[src/rtl/nvm_pkg.sv]
package nvm_pkg;
  // one-cycle requests from the bus control to the storage datapath
  typedef struct packed {
    logic setPtr;     // load pointer from received word address, empty page
    logic putByte;    // place received byte into page buffer
    logic fetchByte;  // advance pointer after a byte is handed out
    logic commitPage; // STOP seen: commit buffered bytes
    logic dropPage;   // discard buffered bytes
  } nvmStrobe_t;

  typedef enum logic [2:0] {
    ST_IDLE, ST_RECV, ST_ACK, ST_SEND, ST_MACK
  } busState_t;

  typedef enum logic [1:0] {
    RK_DEV, RK_WADDR, RK_DATA
  } recvKind_t;
endpackage

[src/rtl/nvm_line_sync.sv]
module nvm_line_sync #(
  parameter int STAGES = 2
) (
  input  logic clk,
  input  logic rstN,
  input  logic sclRaw,
  input  logic sdaRaw,
  output logic sclLvl,
  output logic sdaLvl,
  output logic sclRise,
  output logic sclFall,
  output logic startSeen,
  output logic stopSeen
);
  logic [STAGES-1:0] sclPipe;
  logic [STAGES-1:0] sdaPipe;
  logic sclLast;
  logic sdaLast;

  always_ff @(posedge clk or negedge rstN) begin
    if (!rstN) begin
      sclPipe <= '1;
      sdaPipe <= '1;
      sclLast <= 1'b1;
      sdaLast <= 1'b1;
    end else begin
      sclPipe <= {sclPipe[STAGES-2:0], sclRaw};
      sdaPipe <= {sdaPipe[STAGES-2:0], sdaRaw};
      sclLast <= sclPipe[STAGES-1];
      sdaLast <= sdaPipe[STAGES-1];
    end
  end

  assign sclLvl    = sclPipe[STAGES-1];
  assign sdaLvl    = sdaPipe[STAGES-1];
  assign sclRise   = sclLvl & ~sclLast;
  assign sclFall   = ~sclLvl & sclLast;
  assign startSeen = sclLvl & sclLast & sdaLast & ~sdaLvl;
  assign stopSeen  = sclLvl & sclLast & ~sdaLast & sdaLvl;
endmodule

[src/rtl/nvm_bus_ctrl.sv]
module nvm_bus_ctrl
  import nvm_pkg::*;
#(
  parameter logic [6:0] DEV_ADDR = 7'h50
) (
  input  logic       clk,
  input  logic       rstN,
  input  logic       supRst,
  input  logic       sclLvl,
  input  logic       sdaLvl,
  input  logic       sclRise,
  input  logic       sclFall,
  input  logic       startSeen,
  input  logic       stopSeen,
  input  logic       busy,
  input  logic [7:0] rdByte,
  output nvmStrobe_t strb,
  output logic [7:0] rxByte,
  output logic       driveLow
);
  busState_t state;
  recvKind_t kind;
  logic [3:0] bitCnt;
  logic [7:0] shReg;
  logic [7:0] txReg;
  logic       nextTx;
  logic       masterAck;
  logic       devHit;
  logic       byteDone;

  assign rxByte   = shReg;
  assign devHit   = (shReg[7:1] == DEV_ADDR) && !busy;
  assign byteDone = sclFall && (bitCnt == 4'd8);

  always_comb begin
    strb = '0;
    if (supRst || startSeen) begin
      strb.dropPage = 1'b1;
    end else if (stopSeen) begin
      strb.commitPage = 1'b1;
    end else begin
      case (state)
        ST_RECV: if (byteDone) begin
          if (kind == RK_WADDR) strb.setPtr = 1'b1;
          if (kind == RK_DATA)  strb.putByte = 1'b1;
        end
        ST_ACK:  if (sclFall && nextTx) strb.fetchByte = 1'b1;
        ST_MACK: if (sclFall && masterAck) strb.fetchByte = 1'b1;
        default: ;
      endcase
    end
  end

  always_ff @(posedge clk or negedge rstN) begin
    if (!rstN) begin
      state     <= ST_IDLE;
      kind      <= RK_DEV;
      bitCnt    <= '0;
      shReg     <= '0;
      txReg     <= '0;
      nextTx    <= 1'b0;
      masterAck <= 1'b0;
      driveLow  <= 1'b0;
    end else if (supRst) begin
      state    <= ST_IDLE;
      driveLow <= 1'b0;
    end else if (startSeen) begin
      state    <= ST_RECV;
      kind     <= RK_DEV;
      bitCnt   <= '0;
      driveLow <= 1'b0;
    end else if (stopSeen) begin
      state    <= ST_IDLE;
      driveLow <= 1'b0;
    end else begin
      case (state)
        ST_RECV: begin
          if (sclRise && bitCnt != 4'd8) begin
            shReg  <= {shReg[6:0], sdaLvl};
            bitCnt <= bitCnt + 4'd1;
          end else if (byteDone) begin
            if (kind == RK_DEV) begin
              if (devHit) begin
                driveLow <= 1'b1;
                state    <= ST_ACK;
                nextTx   <= shReg[0];
                kind     <= RK_WADDR;
              end else begin
                state <= ST_IDLE;
              end
            end else begin
              driveLow <= 1'b1;
              state    <= ST_ACK;
              nextTx   <= 1'b0;
              kind     <= RK_DATA;
            end
          end
        end
        ST_ACK: if (sclFall) begin
          bitCnt <= '0;
          if (nextTx) begin
            txReg    <= rdByte;
            driveLow <= ~rdByte[7];
            state    <= ST_SEND;
          end else begin
            driveLow <= 1'b0;
            state    <= ST_RECV;
          end
        end
        ST_SEND: begin
          if (sclRise) begin
            bitCnt <= bitCnt + 4'd1;
          end else if (sclFall) begin
            if (bitCnt == 4'd8) begin
              driveLow  <= 1'b0;
              masterAck <= 1'b0;
              state     <= ST_MACK;
            end else begin
              driveLow <= ~txReg[6];
              txReg    <= {txReg[6:0], 1'b0};
            end
          end
        end
        ST_MACK: begin
          if (sclRise) begin
            masterAck <= ~sdaLvl;
          end else if (sclFall) begin
            bitCnt <= '0;
            if (masterAck) begin
              txReg    <= rdByte;
              driveLow <= ~rdByte[7];
              state    <= ST_SEND;
            end else begin
              state <= ST_IDLE;
            end
          end
        end
        default: ;
      endcase
    end
  end


  sda_scl_low_chk: assert property (@(posedge clk) disable iff (!rstN)
    !$stable(driveLow) |-> (!$past(sclLvl) || $past(supRst) || $past(startSeen) || $past(stopSeen)));


  sup_release_chk: assert property (@(posedge clk) disable iff (!rstN)
    supRst |=> !driveLow);


  busy_nack_chk: assert property (@(posedge clk) disable iff (!rstN)
    (state == ST_RECV && kind == RK_DEV && byteDone && busy && !supRst && !startSeen && !stopSeen)
      |=> (!driveLow && state == ST_IDLE));
endmodule

[src/rtl/nvm_store.sv]
module nvm_store
  import nvm_pkg::*;
#(
  parameter int MEM_BYTES   = 256,
  parameter int PAGE_BYTES  = 16,
  parameter int PROG_CYCLES = 50000
) (
  input  logic       clk,
  input  logic       rstN,
  input  nvmStrobe_t strb,
  input  logic [7:0] rxByte,
  output logic [7:0] rdByte,
  output logic       busy
);
  localparam int AW = $clog2(MEM_BYTES);
  localparam int PW = $clog2(PAGE_BYTES);
  localparam int CW = $clog2(PROG_CYCLES + 1);

  logic [7:0]            memArr  [MEM_BYTES];
  logic [7:0]            pageBuf [PAGE_BYTES];
  logic [PAGE_BYTES-1:0] pageFill;
  logic [AW-1:0]         ptr;
  logic [CW-1:0]         progCnt;
  logic                  doCommit;

  assign busy     = (progCnt != '0);
  assign rdByte   = memArr[ptr];
  assign doCommit = strb.commitPage && (|pageFill);

  always_ff @(posedge clk or negedge rstN) begin
    if (!rstN) begin
      for (int i = 0; i < MEM_BYTES; i++) memArr[i] <= '0;
      for (int i = 0; i < PAGE_BYTES; i++) pageBuf[i] <= '0;
      pageFill <= '0;
      ptr      <= '0;
    end else if (strb.setPtr) begin
      ptr      <= AW'(rxByte);
      pageFill <= '0;
    end else if (strb.putByte) begin
      pageBuf[ptr[PW-1:0]]  <= rxByte;
      pageFill[ptr[PW-1:0]] <= 1'b1;
      ptr <= {ptr[AW-1:PW], ptr[PW-1:0] + PW'(1)};
    end else if (strb.fetchByte) begin
      ptr <= ptr + AW'(1);
    end else if (strb.dropPage) begin
      pageFill <= '0;
    end else if (strb.commitPage) begin
      for (int i = 0; i < PAGE_BYTES; i++)
        if (pageFill[i]) memArr[{ptr[AW-1:PW], PW'(i)}] <= pageBuf[i];
      pageFill <= '0;
    end
  end

  always_ff @(posedge clk or negedge rstN) begin
    if (!rstN)              progCnt <= '0;
    else if (doCommit)      progCnt <= CW'(PROG_CYCLES);
    else if (progCnt != '0) progCnt <= progCnt - CW'(1);
  end


  page_hold_chk: assert property (@(posedge clk) disable iff (!rstN)
    strb.putByte |=> ptr[AW-1:PW] == $past(ptr[AW-1:PW]));


  read_step_chk: assert property (@(posedge clk) disable iff (!rstN)
    strb.fetchByte |=> ptr == AW'($past(ptr) + AW'(1)));


  busy_origin_chk: assert property (@(posedge clk) disable iff (!rstN)
    $rose(busy) |-> $past(strb.commitPage));


  busy_step_chk: assert property (@(posedge clk) disable iff (!rstN)
    (busy && !strb.commitPage) |=> progCnt == CW'($past(progCnt) - CW'(1)));
endmodule

[src/rtl/i2c_nvm_slave.sv]
module i2c_nvm_slave
  import nvm_pkg::*;
#(
  parameter logic [6:0] DEV_ADDR    = 7'h50,
  parameter int         MEM_BYTES   = 256,
  parameter int         PAGE_BYTES  = 16,
  parameter int         PROG_CYCLES = 50000,
  parameter int         SYNC_STAGES = 2
) (
  input  logic clk,
  input  logic rstN,
  input  logic supRst,
  input  logic sclIn,
  input  logic sdaIn,
  output logic sdaDriveLow
);
  logic sclLvl, sdaLvl, sclRise, sclFall, startSeen, stopSeen;
  logic busy;
  logic [7:0] rdByte, rxByte;
  nvmStrobe_t strb;

  nvm_line_sync #(.STAGES(SYNC_STAGES)) u_sync (
    .clk(clk), .rstN(rstN), .sclRaw(sclIn), .sdaRaw(sdaIn),
    .sclLvl(sclLvl), .sdaLvl(sdaLvl), .sclRise(sclRise), .sclFall(sclFall),
    .startSeen(startSeen), .stopSeen(stopSeen)
  );

  nvm_bus_ctrl #(.DEV_ADDR(DEV_ADDR)) u_ctrl (
    .clk(clk), .rstN(rstN), .supRst(supRst), .sclLvl(sclLvl), .sdaLvl(sdaLvl),
    .sclRise(sclRise), .sclFall(sclFall), .startSeen(startSeen), .stopSeen(stopSeen),
    .busy(busy), .rdByte(rdByte), .strb(strb), .rxByte(rxByte), .driveLow(sdaDriveLow)
  );

  nvm_store #(.MEM_BYTES(MEM_BYTES), .PAGE_BYTES(PAGE_BYTES), .PROG_CYCLES(PROG_CYCLES)) u_store (
    .clk(clk), .rstN(rstN), .strb(strb), .rxByte(rxByte), .rdByte(rdByte), .busy(busy)
  );
endmodule

[config.mk]
export PLATFORM = sky130hd
export DESIGN_NAME = i2c_nvm_slave
export DESIGN_NICKNAME = d
export VERILOG_FILES = /design/src/rtl/nvm_pkg.sv /design/src/rtl/nvm_line_sync.sv /design/src/rtl/nvm_bus_ctrl.sv /design/src/rtl/nvm_store.sv /design/src/rtl/i2c_nvm_slave.sv
export SDC_FILE = /design/constraint.sdc
export NUM_CORES = 2
export LEC_CHECK = 0
export CORE_ASPECT_RATIO = 1.5
export CORE_MARGIN = 5
export CORE_UTILIZATION = 28
export CTS_CLUSTER_DIAMETER = 200
export CTS_CLUSTER_SIZE = 14
export DETAILED_ROUTE_END_ITERATION = 10
export GPL_ROUTABILITY_DRIVEN = 0
export HOLD_SLACK_MARGIN = 0.12
export PLACE_DENSITY = 0.52
export SLEW_MARGIN = 20
export SYNTH_ARGS = -nofsm -noshare
export SYNTH_HDL_FRONTEND = slang
export SYNTH_SLANG_ARGS = --single-unit
[constraint.sdc]
create_clock -name clk -period 3 [get_ports clk]
set_input_delay 0.6 -clock clk [delete_from_list [all_inputs] [get_ports clk]]
set_output_delay 0.6 -clock clk [all_outputs]
set_load 0.05 [all_outputs]
==> results_tabular.tex <==
\begin{tabular}{lr}
\hline
Metric & Value \\
\hline
\multicolumn{2}{l}{\textbf{Pwr}} \\
Power per unit of standard cell area & 451 mW/mm2 \\
Pleak & 57.3 nW \\
Max VDD drop & 437 uV \\
Power, Total & 54.0 mW \\
\multicolumn{2}{l}{\textbf{Logic synthesis}} \\
Number of register bits inferred by synthesis & 2249 \\
Ys Warns & 0 \\
Top\_reg\_cell synth & dfrtp\_1 \\
Number of nets produced by synthesis & 6431 \\
Biggest area contributors in the synthesized netlist & dfrtp\_1 (55\%), mux2\_2 (24\%), mux4\_2 (12\%), nand2\_1 (1.4\%), mux2i\_1 (1.2\%) \\
Post-synth EDFFs & 0 \\
Post-synthesis instance area & 0.101 mm2 \\
Largest area contributor in the netlist & dfrtp\_1 \\
Sequential-to-total area share from yosys stat & 55.5\% \\
Gate Count Post-Synth & 6418 \\
Synthesized area per cell & 15.8 um2 \\
Post-synth ARST share & 100\% \\
Area share of the leading cell type in the synthesized netlist & 55.3\% \\
Post-synth cell types & 83 \\
\multicolumn{2}{l}{\textbf{Setup path}} \\
Required time at the endpoint of the critical path & 3.80 ns \\
Data arrival time of the critical path & 4.01 ns \\
Crit start category & flip-flop \\
Capturing element type of the critical path & flip-flop \\
Category of the critical setup timing path & flip-flop to flip-flop \\
Worst Path Max Fanout & 13 \\
CP peak stage delay & 0.70 ns \\
R2R Setup Slk & -0.20 ns \\
Cell mode on critical path & buf\_16 \\
Ordered cell list for the critical path & buf\_12, buf\_16, buf\_16, buf\_4, mux4\_2, mux2i\_2, o21ai\_0, o22ai\_1, a311oi\_1, nor3\_2, a21oi\_1 \\
RR Endpoint & u\_ctrl.txReg[2]\$\_DFFE\_PN0P\_ \\
Worst flop-to-flop path startpoint & u\_store.ptr[0]\$\_DFFE\_PN0P\_ \\
Worst reg-to-reg path cell count & 11 \\
Critical path's slowest cell & mux4\_2 \\
Worst setup path startpoint & u\_store.ptr[0]\$\_DFFE\_PN0P\_ \\
\multicolumn{2}{l}{\textbf{Die}} \\
Die height & 747 um \\
I/O pin count & 6 \\
Overall die area & 0.375 mm2 \\
Initial core utilization & 28.1\% \\
Placement row count & 270 \\
Placeable core region & 0.361 mm2 \\
Chip Width & 502 um \\
\multicolumn{2}{l}{\textbf{Finish}} \\
Proportion of layout cells with a drive suffix above 1 & 55.7\% \\
Fill cell count & 35144 \\
Final Core Density & 33.2\% \\
Area used by sequential logic in the layout & 0.0563 mm2 \\
Final-stage net count & 7127 \\
Finished Layout Cells & 11958 \\
Area delta synth->final & 18.1\% \\
Area of the multi-input gates & 0.0436 mm2 \\
Final Cell Area & 0.120 mm2 \\
\multicolumn{2}{l}{\textbf{Drt}} \\
Vias per cell & 5.43 \\
Number of DRC markers in iteration 0 & 6605 \\
Post-DRT Antenna Nets & 0 \\
Routed via count & 64882 \\
WL/cell & 37.6 um \\
Total Routed Length & 449 mm \\
Number of search-and-repair iterations in the first detailed-routing pass & 11 \\
DRC viols & 164 \\
\multicolumn{2}{l}{\textbf{STA}} \\
Highest clock rate & 312 MHz \\
Actual slew at the worst max-slew pin & 1.12 ns \\
Setup skew after layout & 0.0892 ns \\
Shortest period the worst path allows & 3.20 ns \\
Relative max-transition margin & 25.6\% \\
Total count of hold-check failures in the final report & 0 \\
Fin crit share & 107\% \\
Number of endpoints failing setup at the final stage & 8 \\
Final slew viol count & 0 \\
Setup repair after global routing missed its margin & yes \\
Final WS setup & -0.205 ns \\
\multicolumn{2}{l}{\textbf{Place}} \\
Count of placed standard cells including taps & 11629 \\
Cell Area, Placed & 0.114 mm2 \\
Setup slack after placement & -0.466 ns \\
Sum of net half-perimeters after detailed placement & 320 mm \\
Port Buffers & 5 \\
\multicolumn{2}{l}{\textbf{Clock tree}} \\
Number of sinks driven by the clock tree & 2249 \\
CTS Buffer Depth & 4 \\
Clk Latency, worst-skew pair & 0.95 ns \\
Number of buffers inserted during clock tree synthesis & 186 \\
Clock slew at the register clock pins of the worst setup and hold paths & 0.08 ns \\
CTS root buffer & clkbuf\_16 \\
Clock tree from TritonCTS & yes \\
Htree depth & 4 \\
\multicolumn{2}{l}{\textbf{Global route}} \\
Total routing usage reported by global routing & 23.7\% \\
GR Overflow Total & 0 \\
Wire length of the first global-routing pass & 606 mm \\
Antenna violations before repair & 86 \\
Largest net degree at the start of global routing & 158 \\
Number of global-route vias before repair & 66999 \\
\multicolumn{2}{l}{\textbf{Job}} \\
Number of maximum-capacitance violations & 0 \\
\multicolumn{2}{l}{\textbf{Run status}} \\
Outcome & complete, but fails checks \\
Violated checks & DRC, setup timing \\
\multicolumn{2}{l}{\textbf{Worst hold path}} \\
Worst min-delay path category & input port to asynchronous set/reset pin \\
\hline
\end{tabular}
==> final cells by class <==
cell class	count	area share, %
Timing Repair Buffer	912	7.41
Clock inverter	8	0.108
Clock buffer	207	3.97
Tap cell	4760	4.97
Inverter	12	0.0439
Antenna cell	57	0.119
Sequential cell	2249	47.0
Multi-Input combinational cell	3753	36.4
==> cells in the mapped netlist, drive strengths merged, types with 24 or more instances <==
cell type and n:
a21oi 33, dfrtp 2243, nor2 69, and2 24, nand2 378, o21ai 32
buf 177, a22oi 52, mux2i 118, nor3 26, clkbuf 227, nand3 42
mux2 2191, mux4 549
==> routing by layer <==
metal  global-route usage (%)  part of all wire, %
met1                     24.7                   33
met3                     5.47                  6.3
met4                     24.4                   12
met2                     38.1                   48
met5                    0.413                 0.10
==> critical path, delay by kind of cell, from the launching register on <==
kind            cells  cell delay (ns)
compound gates      4             0.53
flops               1             0.45
simple gates        1             0.17
buf+inv             4             0.73
mux                 2             1.15
==> per-stage QoR <==
| step | hold slack (ns) | TNS, ns |
|---|---|---|
| 3_5_place_dp | 0.351 | -3.69 |
| 4_1_cts | 0.235 | -0.0285 |
| 3_3_place_gp | 0.351 | -3.76 |
| 5_1_grt | 0.265 | -0.688 |
| 6_report | 0.266 | -0.789 |
| 2_1_floorplan | 0.304 | 0 |
==> cell families (layout without fill, tap and decap cells) <==
kind of cell,after synthesis,count (layout),share of synthesized area (%)
compound gates,242,242,1.73
xor+xnor,18,18,0.155
fa+ha+maj,8,8,0.0987
buf+inv,416,1139,2.04
flops,2249,2249,55.5
mux,2858,2858,37.7
other cells,0,57,0
simple gates,627,627,2.85
==> how the worst max path moves through the flow <==
stage                                   to  slack (ns)  cells past startpoint
2_1_floorplan  u_ctrl.txReg[2]$_DFFE_PN0P_        0.47                     10
3_3_place_gp   u_ctrl.txReg[2]$_DFFE_PN0P_       -0.62                     10
3_5_place_dp   u_ctrl.txReg[2]$_DFFE_PN0P_       -0.47                     10
4_1_cts        u_ctrl.txReg[6]$_DFFE_PN0P_      -0.008                     10
5_1_grt        u_ctrl.txReg[0]$_DFFE_PN0P_       -0.15                     10
6_report       u_ctrl.txReg[2]$_DFFE_PN0P_       -0.20                     11
==> sequential cells by signal, summed over array words and instances (netlist names), 2 cells and up <==
name,flops
u_store.memArr,2048
u_store.pageBuf,128
u_store.pageFill,16
u_store.progCnt,16
u_ctrl.rxByte,8
u_store.ptr,8
u_ctrl.txReg,7
u_ctrl.bitCnt,4
u_ctrl.state,3
u_ctrl.kind,2
u_sync.sclPipe,2
u_sync.sdaPipe,2
==> cells in the final DEF (no fill, tap or decap), types with 6 or more instances in the layout <==
cell and count:
inv_1 10, a22oi_1 39, dfrtp_1 2223, buf_6 17
mux2_2 2190, and2_1 24, mux2i_2 7, nor2_1 51
buf_16 7, nor3_1 13, a22o_1 11, clkbuf_1 20
nand2b_1 12, nand3_1 37, nor2b_1 14, ha_1 8
diode_2 57, o22ai_1 10, o21a_1 17, xnor2_1 15
dfstp_2 6, nor2_2 18, mux4_2 549, nand2_2 10
clkbuf_16 189, a22oi_2 13, a21oi_1 28, nor4_1 13
nand2_1 368, o211ai_1 9, a31oi_1 9, o21ai_0 28
a32oi_1 13, nor3_2 9, mux2i_1 107, dfrtp_2 17
buf_12 139, buf_4 736
==> timing repair <==
item | CTS | global route
pin swaps | 9 | 19
hold buffers | 3 | 0
hold endpoints to repair | 594 | 0
resized for setup | 51 | 58
setup buffers | 25 | 32
cloned | 0 | 2
setup endpoints to repair | 8 | 9
==> report_power, final <==
part           internal [mW]  switching, mW  leakage (nW)
sequential              30.3         0.0291          31.3
clock                   11.2           11.5          2.39
combinational          0.156          0.815          23.6
Power figures use the tool's default switching activity.
